<file path="src/rtl/irq_router_pkg.sv">
package irq_router_pkg;

  // access size codes on the register channel
  typedef enum logic [1:0] {
    SZ_BYTE  = 2'd0,
    SZ_HALF  = 2'd1,
    SZ_WORD  = 2'd2,
    SZ_DWORD = 2'd3
  } acc_size_e;

  // which register family an index falls into
  typedef enum logic [2:0] {
    RK_MASK = 3'd0,
    RK_REQ  = 3'd1,
    RK_RAW  = 3'd2,
    RK_ERR  = 3'd3,
    RK_NONE = 3'd4
  } reg_kind_e;

  // registers are spaced on 64-byte strides
  localparam int unsigned STRIDE_LSB = 6;

endpackage

</file>
<file path="src/rtl/irq_reg_decode.sv">
module irq_reg_decode
  import irq_router_pkg::*;
#(
  parameter int NUM_CPU = 4,
  parameter int IDX_W   = 6,
  localparam int CPU_W  = (NUM_CPU > 1) ? $clog2(NUM_CPU) : 1
) (
  input  logic [IDX_W-1:0] reg_idx,
  input  logic             is_write,
  input  logic [1:0]       size,
  output reg_kind_e        kind,
  output logic [CPU_W-1:0] cpu_sel,
  output logic             legal
);

  localparam logic [IDX_W-1:0] REQ_BASE = IDX_W'(NUM_CPU);
  localparam logic [IDX_W-1:0] RAW_IDX  = IDX_W'(2 * NUM_CPU);
  localparam logic [IDX_W-1:0] ERR_IDX  = IDX_W'(2 * NUM_CPU + 1);

  logic [IDX_W-1:0] off;

  always_comb begin
    kind = RK_NONE;
    off  = '0;
    if (reg_idx < REQ_BASE) begin
      kind = RK_MASK;
      off  = reg_idx;
    end else if (reg_idx < RAW_IDX) begin
      kind = RK_REQ;
      off  = reg_idx - REQ_BASE;
    end else if (reg_idx == RAW_IDX) begin
      kind = RK_RAW;
    end else if (reg_idx == ERR_IDX) begin
      kind = RK_ERR;
    end
  end

  assign cpu_sel = CPU_W'(off);

  // only full-width accesses; only the masks take writes
  assign legal = (size == SZ_DWORD) && (kind != RK_NONE) &&
                 (!is_write || (kind == RK_MASK));

endmodule

</file>
<file path="src/rtl/irq_raw_vector.sv">
module irq_raw_vector #(
  parameter int NUM_LINES = 64,
  localparam int LINE_W   = $clog2(NUM_LINES)
) (
  input  logic                 clk,
  input  logic                 rst_n,
  input  logic                 set_en,
  input  logic [LINE_W-1:0]    set_idx,
  input  logic                 clr_en,
  input  logic [LINE_W-1:0]    clr_idx,
  output logic [NUM_LINES-1:0] raw_d,
  output logic [NUM_LINES-1:0] raw_q
);

  // clear first, then set, so a set wins on the same line
  always_comb begin
    raw_d = raw_q;
    if (clr_en) raw_d[clr_idx] = 1'b0;
    if (set_en) raw_d[set_idx] = 1'b1;
  end

  always_ff @(posedge clk or negedge rst_n) begin
    if (!rst_n) raw_q <= '0;
    else        raw_q <= raw_d;
  end

  // a set strobe always lands
  a_r4_set_lands: assert property (@(posedge clk) disable iff (!rst_n)
    set_en |=> raw_q[$past(set_idx)]);

  // a lone clear always clears its line
  a_r4_clr_lands: assert property (@(posedge clk) disable iff (!rst_n)
    (clr_en && !set_en) |=> !raw_q[$past(clr_idx)]);

  // clearing an idle line leaves the vector alone
  a_r5_spurious_holds: assert property (@(posedge clk) disable iff (!rst_n)
    (clr_en && !set_en && !raw_q[clr_idx]) |=> (raw_q == $past(raw_q)));

endmodule

</file>
<file path="src/rtl/irq_cpu_slice.sv">
module irq_cpu_slice #(
  parameter int NUM_LINES = 64
) (
  input  logic                 clk,
  input  logic                 rst_n,
  input  logic                 mask_we,
  input  logic [NUM_LINES-1:0] wdata,
  input  logic [NUM_LINES-1:0] raw_d,
  input  logic [NUM_LINES-1:0] raw_q,
  output logic [NUM_LINES-1:0] mask_q,
  output logic [NUM_LINES-1:0] req_q,
  output logic                 irq_q
);

  logic [NUM_LINES-1:0] mask_d;

  assign mask_d = mask_we ? wdata : mask_q;

  // request is rebuilt from the next mask and next raw on every edge
  always_ff @(posedge clk or negedge rst_n) begin
    if (!rst_n) begin
      mask_q <= '0;
      req_q  <= '0;
      irq_q  <= 1'b0;
    end else begin
      mask_q <= mask_d;
      req_q  <= mask_d & raw_d;
      irq_q  <= |req_q;
    end
  end

  // stored request matches stored mask and raw vector
  a_r3_req_tracks: assert property (@(posedge clk) disable iff (!rst_n)
    req_q == (mask_q & raw_q));

  // output follows the request register one cycle later
  a_r6_irq_lag: assert property (@(posedge clk) disable iff (!rst_n)
    irq_q == (|$past(req_q)));

  // a mask write lands exactly as written
  a_r2_mask_write: assert property (@(posedge clk) disable iff (!rst_n)
    mask_we |=> (mask_q == $past(wdata)));

endmodule

</file>
<file path="src/rtl/irq_router.sv">
module irq_router
  import irq_router_pkg::*;
#(
  parameter int NUM_CPU   = 4,
  parameter int NUM_LINES = 64,
  parameter int DATA_W    = 64,
  parameter int ADDR_W    = 12
) (
  input  logic                         clk,
  input  logic                         rst_n,
  input  logic                         req_valid,
  output logic                         req_ready,
  input  logic                         req_write,
  input  logic [1:0]                   req_size,
  input  logic [ADDR_W-1:0]            req_addr,
  input  logic [DATA_W-1:0]            req_wdata,
  output logic                         rsp_valid,
  input  logic                         rsp_ready,
  output logic [DATA_W-1:0]            rsp_data,
  output logic                         rsp_err,
  input  logic                         line_set,
  input  logic [$clog2(NUM_LINES)-1:0] line_set_idx,
  input  logic                         line_clr,
  input  logic [$clog2(NUM_LINES)-1:0] line_clr_idx,
  output logic [NUM_CPU-1:0]           cpu_irq
);

  localparam int IDX_W = ADDR_W - STRIDE_LSB;
  localparam int CPU_W = (NUM_CPU > 1) ? $clog2(NUM_CPU) : 1;

  logic                                acc;
  logic                                legal;
  reg_kind_e                           kind;
  logic [CPU_W-1:0]                    cpu_sel;
  logic [NUM_CPU-1:0]                  mask_we;
  logic [NUM_LINES-1:0]                raw_d;
  logic [NUM_LINES-1:0]                raw_q;
  logic [NUM_CPU-1:0][NUM_LINES-1:0]   mask_arr;
  logic [NUM_CPU-1:0][NUM_LINES-1:0]   req_arr;
  logic [DATA_W-1:0]                   rdata;
  logic                                err_q;
  logic                                unused_addr_low;

  assign unused_addr_low = ^req_addr[STRIDE_LSB-1:0];

  assign req_ready = !rsp_valid || rsp_ready;
  assign acc       = req_valid && req_ready;

  irq_reg_decode #(
    .NUM_CPU (NUM_CPU),
    .IDX_W   (IDX_W)
  ) u_dec (
    .reg_idx  (req_addr[ADDR_W-1:STRIDE_LSB]),
    .is_write (req_write),
    .size     (req_size),
    .kind     (kind),
    .cpu_sel  (cpu_sel),
    .legal    (legal)
  );

  irq_raw_vector #(
    .NUM_LINES (NUM_LINES)
  ) u_raw (
    .clk     (clk),
    .rst_n   (rst_n),
    .set_en  (line_set),
    .set_idx (line_set_idx),
    .clr_en  (line_clr),
    .clr_idx (line_clr_idx),
    .raw_d   (raw_d),
    .raw_q   (raw_q)
  );

  for (genvar n = 0; n < NUM_CPU; n++) begin : g_cpu
    assign mask_we[n] = acc && req_write && legal &&
                        (kind == RK_MASK) && (cpu_sel == CPU_W'(n));

    irq_cpu_slice #(
      .NUM_LINES (NUM_LINES)
    ) u_slice (
      .clk     (clk),
      .rst_n   (rst_n),
      .mask_we (mask_we[n]),
      .wdata   (req_wdata[NUM_LINES-1:0]),
      .raw_d   (raw_d),
      .raw_q   (raw_q),
      .mask_q  (mask_arr[n]),
      .req_q   (req_arr[n]),
      .irq_q   (cpu_irq[n])
    );
  end

  always_comb begin
    case (kind)
      RK_MASK: rdata = DATA_W'(mask_arr[cpu_sel]);
      RK_REQ:  rdata = DATA_W'(req_arr[cpu_sel]);
      RK_RAW:  rdata = DATA_W'(raw_q);
      RK_ERR:  rdata = DATA_W'(err_q);
      default: rdata = '0;
    endcase
  end

  always_ff @(posedge clk or negedge rst_n) begin
    if (!rst_n) begin
      rsp_valid <= 1'b0;
      rsp_data  <= '0;
      rsp_err   <= 1'b0;
      err_q     <= 1'b0;
    end else begin
      if (acc) begin
        rsp_valid <= 1'b1;
        rsp_data  <= (req_write || !legal) ? '0 : rdata;
        rsp_err   <= !legal;
        if (!legal) err_q <= 1'b1;
      end else if (rsp_ready) begin
        rsp_valid <= 1'b0;
      end
    end
  end

  // a short access is answered with an error
  a_r7_size_flagged: assert property (@(posedge clk) disable iff (!rst_n)
    (acc && (req_size != SZ_DWORD)) |=> rsp_err);

  // an illegal access leaves every mask untouched
  a_r8_masks_kept: assert property (@(posedge clk) disable iff (!rst_n)
    (acc && !legal) |=> (mask_arr == $past(mask_arr)));

  // the error flag never falls outside reset
  a_r9_err_sticky: assert property (@(posedge clk) disable iff (!rst_n)
    err_q |=> err_q);

  // a stalled response is held unchanged
  a_r10_rsp_hold: assert property (@(posedge clk) disable iff (!rst_n)
    (rsp_valid && !rsp_ready) |=> (rsp_valid && $stable(rsp_data) && $stable(rsp_err)));

endmodule

</file>
<file path="config.mk">
export PLATFORM = sky130hd
export DESIGN_NAME = irq_router
export DESIGN_NICKNAME = d
export VERILOG_FILES = /design/src/rtl/irq_router_pkg.sv /design/src/rtl/irq_reg_decode.sv /design/src/rtl/irq_raw_vector.sv /design/src/rtl/irq_cpu_slice.sv /design/src/rtl/irq_router.sv
export SDC_FILE = /design/constraint.sdc
export NUM_CORES = 1
export LEC_CHECK = 0
export ABC_AREA = 1
export BUFFER_PORTS_ARGS = -buffer_cell sky130_fd_sc_hd__clkbuf_2
export CORE_AREA = 3 3 256 258
export CTS_BUF_LIST = sky130_fd_sc_hd__clkbuf_8
export DETAILED_ROUTE_END_ITERATION = 10
export DIE_AREA = 0 0 259 261
export PLACE_DENSITY = 0.72
export SETUP_SLACK_MARGIN = 0.05
export SLEW_MARGIN = 20
export SYNTH_ARGS = -nofsm -noshare
export SYNTH_HDL_FRONTEND = slang
export SYNTH_HIERARCHICAL = 1
export SYNTH_SLANG_ARGS = --single-unit
</file>
<file path="constraint.sdc">
create_clock -name clk -period 1.9 [get_ports clk]
set_input_delay 0.57 -clock clk [delete_from_list [all_inputs] [get_ports clk]]
set_output_delay 0.57 -clock clk [all_outputs]
set_load 0.05 [all_outputs]
</file>
Word level (Yosys, flattened, before mapping)
Cells that the tools add are included.
{"block": "classes", "shifts": 0, "addsub": 1, "n_mul": 0, "div_mod_pow": 0, "order_cmp": 7, "bitwise_logic": 8, "muxes": 24, "n_eq_ne": 10, "n_reduce_logical": 26}
{"cell": "$mux 64", "n": 9}
{"cell": "$and 64x64->64", "n": 5}
{"cell": "$bmux 64 s2", "n": 2}
{"cell": "$pmux 64 s4", "n": 1}
{"cell": "$reduce_or 64->1", "n": 4}
{"cell": "$not 64->64", "n": 1}
{"cell": "$or 64x64->64", "n": 1}
{"cell": "$lt 6x7->1 const B", "n": 2}
{"cell": "$demux 1 s6", "n": 2}
{"cell": "$eq 6x4->1 const B", "n": 2}
{"cell": "$ge 6x1->1 const B", "n": 2}
{"cell": "$logic_and 1x1->1", "n": 12}
{"cell": "$mux 3", "n": 4}
{"cell": "$eq 2x2->1 const B", "n": 3}
{"cell": "$eq 3x2->1 const B", "n": 2}
{"cell": "$lt 6x3->1 const B", "n": 1}
{"cell": "$lt 6x4->1 const B", "n": 1}
{"cell": "$mux 1", "n": 4}
{"cell": "$mux 2", "n": 2}
{"cell": "$eq 3x1->1 const B", "n": 1}
{"cell": "$logic_not 1->1", "n": 3}
{"cell": "$logic_not 3->1", "n": 1}
{"cell": "$logic_or 1x1->1", "n": 3}
{"cell": "$lt 2x3->1 const B", "n": 1}
{"cell": "7 further kinds", "n": 7}
{"block": "word_totals", "latch_bits": 0, "mem_bits_ro": 0, "output_inout_bits": 71, "regBits": 647, "mem_count": 0, "inputBits": 97, "mem_bits_rw": 0, "word_cells": 93}

Longest topological paths before layout
{"block": "depth", "ltp_word": 13, "depth_mapped": 15}

By module
Netlist, hierarchy kept.
{"mod": "irq_cpu_slice", "area_each_um2": 5014.8, "instances": 4, "cells_each": 462, "seq_area_each_um2": 3228.1}
{"mod": "irq_router", "area_each_um2": 8585.7, "instances": 1, "cells_each": 1812, "seq_area_each_um2": 1676.6}
{"mod": "irq_raw_vector", "area_each_um2": 2921.6, "instances": 1, "cells_each": 370, "seq_area_each_um2": 1601.5}
{"mod": "irq_reg_decode", "area_each_um2": 112.6, "instances": 1, "cells_each": 21, "seq_area_each_um2": 0.0}

Worst setup path before layout
No wires, ideal clock.
{"block": "synth_path", "kind": "in2reg", "from": "input req_addr[9]", "to": "register g_cpu[0].u_slice.req_q[0]", "path_buffers": 4, "stages": 15, "path_slack_ns": -0.551, "setup_ns": 0.073, "t_arrival_ns": 2.378, "required_ns": 1.827, "path_cell_list": "inv_2 -> nor2_4 -> nand3_2 -> nand2_2 -> inv_2 -> nor2_2 -> nor3_1 -> buf_4 -> buf_4 -> nand4_2 -> nor3_1 -> buf_4 -> clkbuf_8 -> nand2_1 -> a21boi_2"}
{"block": "synth_between", "elab_chain_len": 13, "word_cells_on_any_way": 21, "classes_between": "2 x order compare; 3 x eq/ne; 7 x mux; 1 x bitwise; 8 x reduce/logical"}
{"element": "start: declaration", "line": "irq_router.sv:15", "source": "input logic [ADDR_W-1:0] req_addr,"}
{"element": "branches (longest 4 deep; another with $lt 6x4->1)"}
{"element": "$mux 3 *", "line": "irq_reg_decode.sv:25", "source": "if (reg_idx < REQ_BASE) begin"}
{"element": "named net kind[2]", "line": "irq_router.sv:33", "source": "reg_kind_e kind;"}
{"element": "$ne 3x3->1 or $logic_not 3->1 (tied branches)", "line": "irq_reg_decode.sv:41, irq_reg_decode.sv:42, irq_router.sv:76"}
{"element": "$logic_and 1x1->1 or $logic_or 1x1->1 (tied branches)", "line": "irq_reg_decode.sv:41, irq_reg_decode.sv:42"}
{"element": "$logic_and 1x1->1", "line": "irq_reg_decode.sv:41", "source": "assign legal = (size == SZ_DWORD) && (kind != RK_NONE) &&"}
{"element": "$logic_and 1x1->1", "line": "irq_router.sv:75", "source": "assign mask_we[n] = acc && req_write && legal &&"}
{"element": "$logic_and 1x1->1 *", "line": "irq_router.sv:75"}
{"element": "$logic_and 1x1->1 *", "line": "irq_router.sv:76", "source": "(kind == RK_MASK) && (cpu_sel == CPU_W'(n));"}
{"element": "named net mask_we[0]", "line": "irq_router.sv:35", "source": "logic [NUM_CPU-1:0] mask_we;"}
{"element": "$mux 64 *", "line": "irq_cpu_slice.sv:17", "source": "assign mask_d = mask_we ? wdata : mask_q;"}
{"element": "$and 64x64->64 *", "line": "irq_cpu_slice.sv:27", "source": "req_q <= mask_d & raw_d;"}
{"element": "end signal: assignment", "line": "irq_cpu_slice.sv:27"}
{"element": "end: declaration", "line": "irq_cpu_slice.sv:11", "source": "output logic [NUM_LINES-1:0] req_q,"}
Mark *: on every way through the listed nets, which the timed path passes.
A chain may end at the register's enable or synchronous reset.

Worst setup path in the final report
{"block": "layout_path", "from": "register rsp_valid", "to": "register g_cpu[0].u_slice.mask_q[6]"}
{"block": "layout_between", "elab_chain_len": 8}
{"element": "start: declaration", "line": "irq_router.sv:17", "source": "output logic rsp_valid,"}
{"element": "start signal: assignment", "line": "irq_router.sv:105", "source": "rsp_valid <= 1'b0;"}
{"element": "start signal: assignment", "line": "irq_router.sv:111", "source": "rsp_valid <= 1'b1;"}
{"element": "start signal: assignment", "line": "irq_router.sv:116", "source": "rsp_valid <= 1'b0;"}
{"element": "$logic_not 1->1", "line": "irq_router.sv:46", "source": "assign req_ready = !rsp_valid || rsp_ready;"}
{"element": "$logic_or 1x1->1", "line": "irq_router.sv:46"}
{"element": "$logic_and 1x1->1", "line": "irq_router.sv:47", "source": "assign acc = req_valid && req_ready;"}
{"element": "$logic_and 1x1->1 (3 in a row)", "line": "irq_router.sv:75"}
{"element": "$logic_and 1x1->1", "line": "irq_router.sv:76"}
{"element": "named net mask_we[0]", "line": "irq_router.sv:35"}
{"element": "$mux 64", "line": "irq_cpu_slice.sv:17"}
{"element": "named net g_cpu[0].u_slice.mask_d[6]", "line": "irq_cpu_slice.sv:15", "source": "logic [NUM_LINES-1:0] mask_d;"}
{"element": "end signal: assignment", "line": "irq_cpu_slice.sv:26", "source": "mask_q <= mask_d;"}
{"element": "end: declaration", "line": "irq_cpu_slice.sv:10", "source": "output logic [NUM_LINES-1:0] mask_q,"}
The timed path passes the listed nets, and every way through them passes these cells.

==> impl_results.md <==
- Non-filler cells in the finished layout: 5,388
- Most instantiated library cell after synthesis: nand2_1
- TritonCTS clock tree: built
- Clock buffers created by TritonCTS: 105
- Final routed wirelength across all metal layers: about 110,000 microns
- Post-synthesis instance total: 4,051
- Die span in x: 259 microns
- Sequential area share after synthesis: 51.1%
- Leakage power figure: roughly 23 nW
- Result of the run: finished with violations
- Detail-routed via count per cell: 5.55
- Post-route minimum period: 2.14 ns
- Antenna violations before repair: 13
- Iteration count of the initial detailed-routing pass: 6
- Count of standard-cell rows: 92
- Pre-CTS WS: -0.689 ns
- Final Max Tran Viols: 0
- Hold path cells: 3
- WL/cell: approximately 21 microns
- Power Dens Cells: 712 mW/mm^2
- Final setup violation count: a little over 500
- Number of cells traversed by the worst register-to-register path: 11
- Root cell of the clock tree: clkbuf_8
- Setup Crit Path Kind: register to register
- Sort of element at the start of the critical path: register
- HPWL reported at the end of detailed placement: ~70,000 microns
- Final critical-path setup slack: -0.242 ns
- Vias: 29,900
- Global-route usage over all layers: a little under a third
- Measured slew at the worst slew-check pin: roughly 0.45 ns
- Total number of yosys warnings: 6
- RSZ-0062 raised after global routing: yes
- Pin count of the biggest net entering global routing: 72
- Post-route clock skew: about 0.039 ns
- CTS max path bufs: 3
- Number of design rule violations left after detail routing: 0
- Remaining number of nets flagged by the antenna check after routing: 0
- Maximum fanout count along the critical path: 6
- Highest Clock Rate: 467 MHz
- Count of different cell masters after synthesis: 30
- Layout area overhead: 31.4%
- Final Util: 65.9%
- CTS clock-pin slew for the worst setup and hold paths: 0.06 ns
- Count of buffers from port buffering: around 160
- Effective utilization at floorplan: 50.1%
- Async set-reset flop share out of synthesis: 100%
- Share of the cycle needed by the critical path after routing: 113%
- Number of global-route vias before repair: 29,000
- Gpl congestion: 0.907
- Total power of the final layout: 29.6 mW
- Synthesized area: between 0.03 and 0.04 sq mm
- IO Count: roughly 170
- Yosys reg bits: 647
- Cell type with the largest total area after synthesis: dfrtp_1
- Element type at the critical path end: register
- Die height: 261 microns
- Final hold vios: 0
- Share of Yosys cell area claimed by the top area cell type: 51.1%
- Area of the core: 0.0632 sq mm
- Most common flop cell mapped by yosys: dfrtp_1
- Wire length of the first global-routing pass: 164,000 microns
- Number of nets in the layout: 4,550
- Tightest Hold Check Type: primary input to register
- Most frequent cells after synthesis: nand2_1, dfrtp_1, a21boi_2
- Net Count, Synth: 4,148
- Total of fill cells in the finished design: 4,839
- Depth of the CTS H-tree: 3
- Crit path DAT: 2.74 ns
- CP required: 2.49 ns
- Clock network latency to the later pin of the worst-skew pair: 0.73 ns
- Gr ovfl total: 0
- Slew headroom: roughly 70%
- Die area: 0.0676 sq mm
- Post-synth EDFFs: 0
- Number of sinks on the clock net: ~650
- Cell types occupying the most area after synthesis: dfrtp_1, nand2_1, a21boi_2
- # Max-Cap Violations: 0
- Initial drt markers: between 2,000 and 3,000
- Fraction of final layout cells sized beyond drive strength 1: 27.8%
- Mean area per synthesized cell: 7.82 sq um
- VDD IR-drop max: around 0.47 mV
- Count of placed standard cells including taps: approximately 5,100
- Violations in the final reports: negative setup slack
==> cells in the final DEF, fill, tap and decap left out, types with 12 or more instances in the layout <==
cell / Yosys / routed
a21boi_2: 240 / 247
buf_12: 0 / 100
buf_16: 0 / 26
buf_4: 27 / 144
clkbuf_16: 0 / 21
clkbuf_2: 0 / 89
clkbuf_8: 24 / 206
dfrtp_1: 647 / 647
diode_2: 0 / 12
inv_1: 34 / 61
nand2_1: 2584 / 2237
nand2_2: 5 / 207
nand2_4: 0 / 139
nand3_1: 82 / 82
nor2_1: 189 / 187
nor3_4: 7 / 12
o21ai_0: 32 / 32
==> final timing paths <==
| check | startpoint | to | slack, ns |
|---|---|---|---|
| max | rsp_valid | g_cpu[0].u_slice/mask_q[6] | -0.24 |
| min | req_valid | rsp_valid | 0.10 |
| max reg2reg | rsp_valid | g_cpu[0].u_slice/mask_q[6] | -0.24 |
| min reg2reg | rsp_data[53] | rsp_data[53] | 0.50 |
| max in group asynchronous | rst_n | u_raw/raw_q[2] | 0.82 |
| min in group asynchronous | rst_n | rsp_data[40] | 0.33 |
==> what timing repair did <==
item / 4_1_cts / 5_1_grt
endpoints found under the hold margin: 17 / 0
endpoints found under the setup margin: 559 / 584
buffers inserted: 35 / 7
gates cloned: 22 / 24
gates resized for setup: 395 / 357
pin swaps: 20 / 57
hold buffers: 1 / 0
==> metrics by stage <==
| step | hold WS, ns | cell area, sq um | TNS [ns] |
|---|---|---|---|
| 6_report | 0.105 | 41600 | -67.39 |
| 5_1_grt | 0.125 | 41600 | -82.94 |
| 4_1_cts | 0.0490 | 39900 | -23.70 |
| 3_5_place_dp | 0.464 | 35300 | -344.80 |
| 3_3_place_gp | 0.463 | 35300 | -315.68 |
| 2_1_floorplan | 0.274 | 31800 | -173.47 |
==> registers in the layout, indices dropped and copies added (netlist names) <==
name and flops:
rsp_err 1, u_raw/raw_q 64, rsp_valid 1, err_q 1
rsp_data 64, g_cpu.u_slice/irq_q 4, g_cpu.u_slice/mask_q 256, g_cpu.u_slice/req_q 256
==> layer usage <==
metal / vias up / share of wire, % / GRT usage, %
met5: - / 0.028 / 0
met4: 6 / 6.4 / 15.6
met3: 441 / 11 / 7.77
met2: 1744 / 45 / 49.5
met1: 14300 / 38 / 41.0
li1: 13400 / - / -
==> layout make-up <==
| type | count | area [sq um] | share of cell area [%] |
|---|---|---|---|
| antenna | 12 | 30.0 | 0.0721 |
| clock buffer | 137 | 1890 | 4.53 |
| clock inverter | 47 | 314 | 0.754 |
| inverter | 46 | 263 | 0.631 |
| multi-input combinational | 3185 | 15900 | 38.2 |
| sequential | 647 | 16200 | 38.9 |
| tap | 846 | 1060 | 2.54 |
| timing repair buffer | 467 | 5940 | 14.3 |
| timing repair inverter | 1 | 30.0 | 0.0721 |
==> kinds of logic (layout without fill, tap and decap cells) <==
group	after synthesis	after routing	share of synthesized area [%]
flip-flops	647	647	51.1
AO/OA/AOI/OAI	296	296	9.58
other	0	12	0
AND/OR/NAND/NOR	2889	2889	35.1
buffers and inverters	219	698	4.21
==> critical path, stage by stage (launching register included) <==
cell and delay (ns):
dfrtp_1 0.40, a21oi_4 0.16, buf_12 0.15, nand4_4 0.20, nor3_4 0.30, buf_6 0.17, buf_12 0.11, buf_12 0.12
clkinv_16 0.08, buf_16 0.17, nand2_4 0.08, nand2_2 0.06
==> report_power, final <==
group          total (mW)  switching [mW]  leakage (nW)  internal, mW
Combinational        2.63            1.64          12.4         0.988
Sequential           14.3           0.206          8.95          14.1
Clock                12.7            5.76          1.23          6.95
Power figures use the tool's default switching activity.
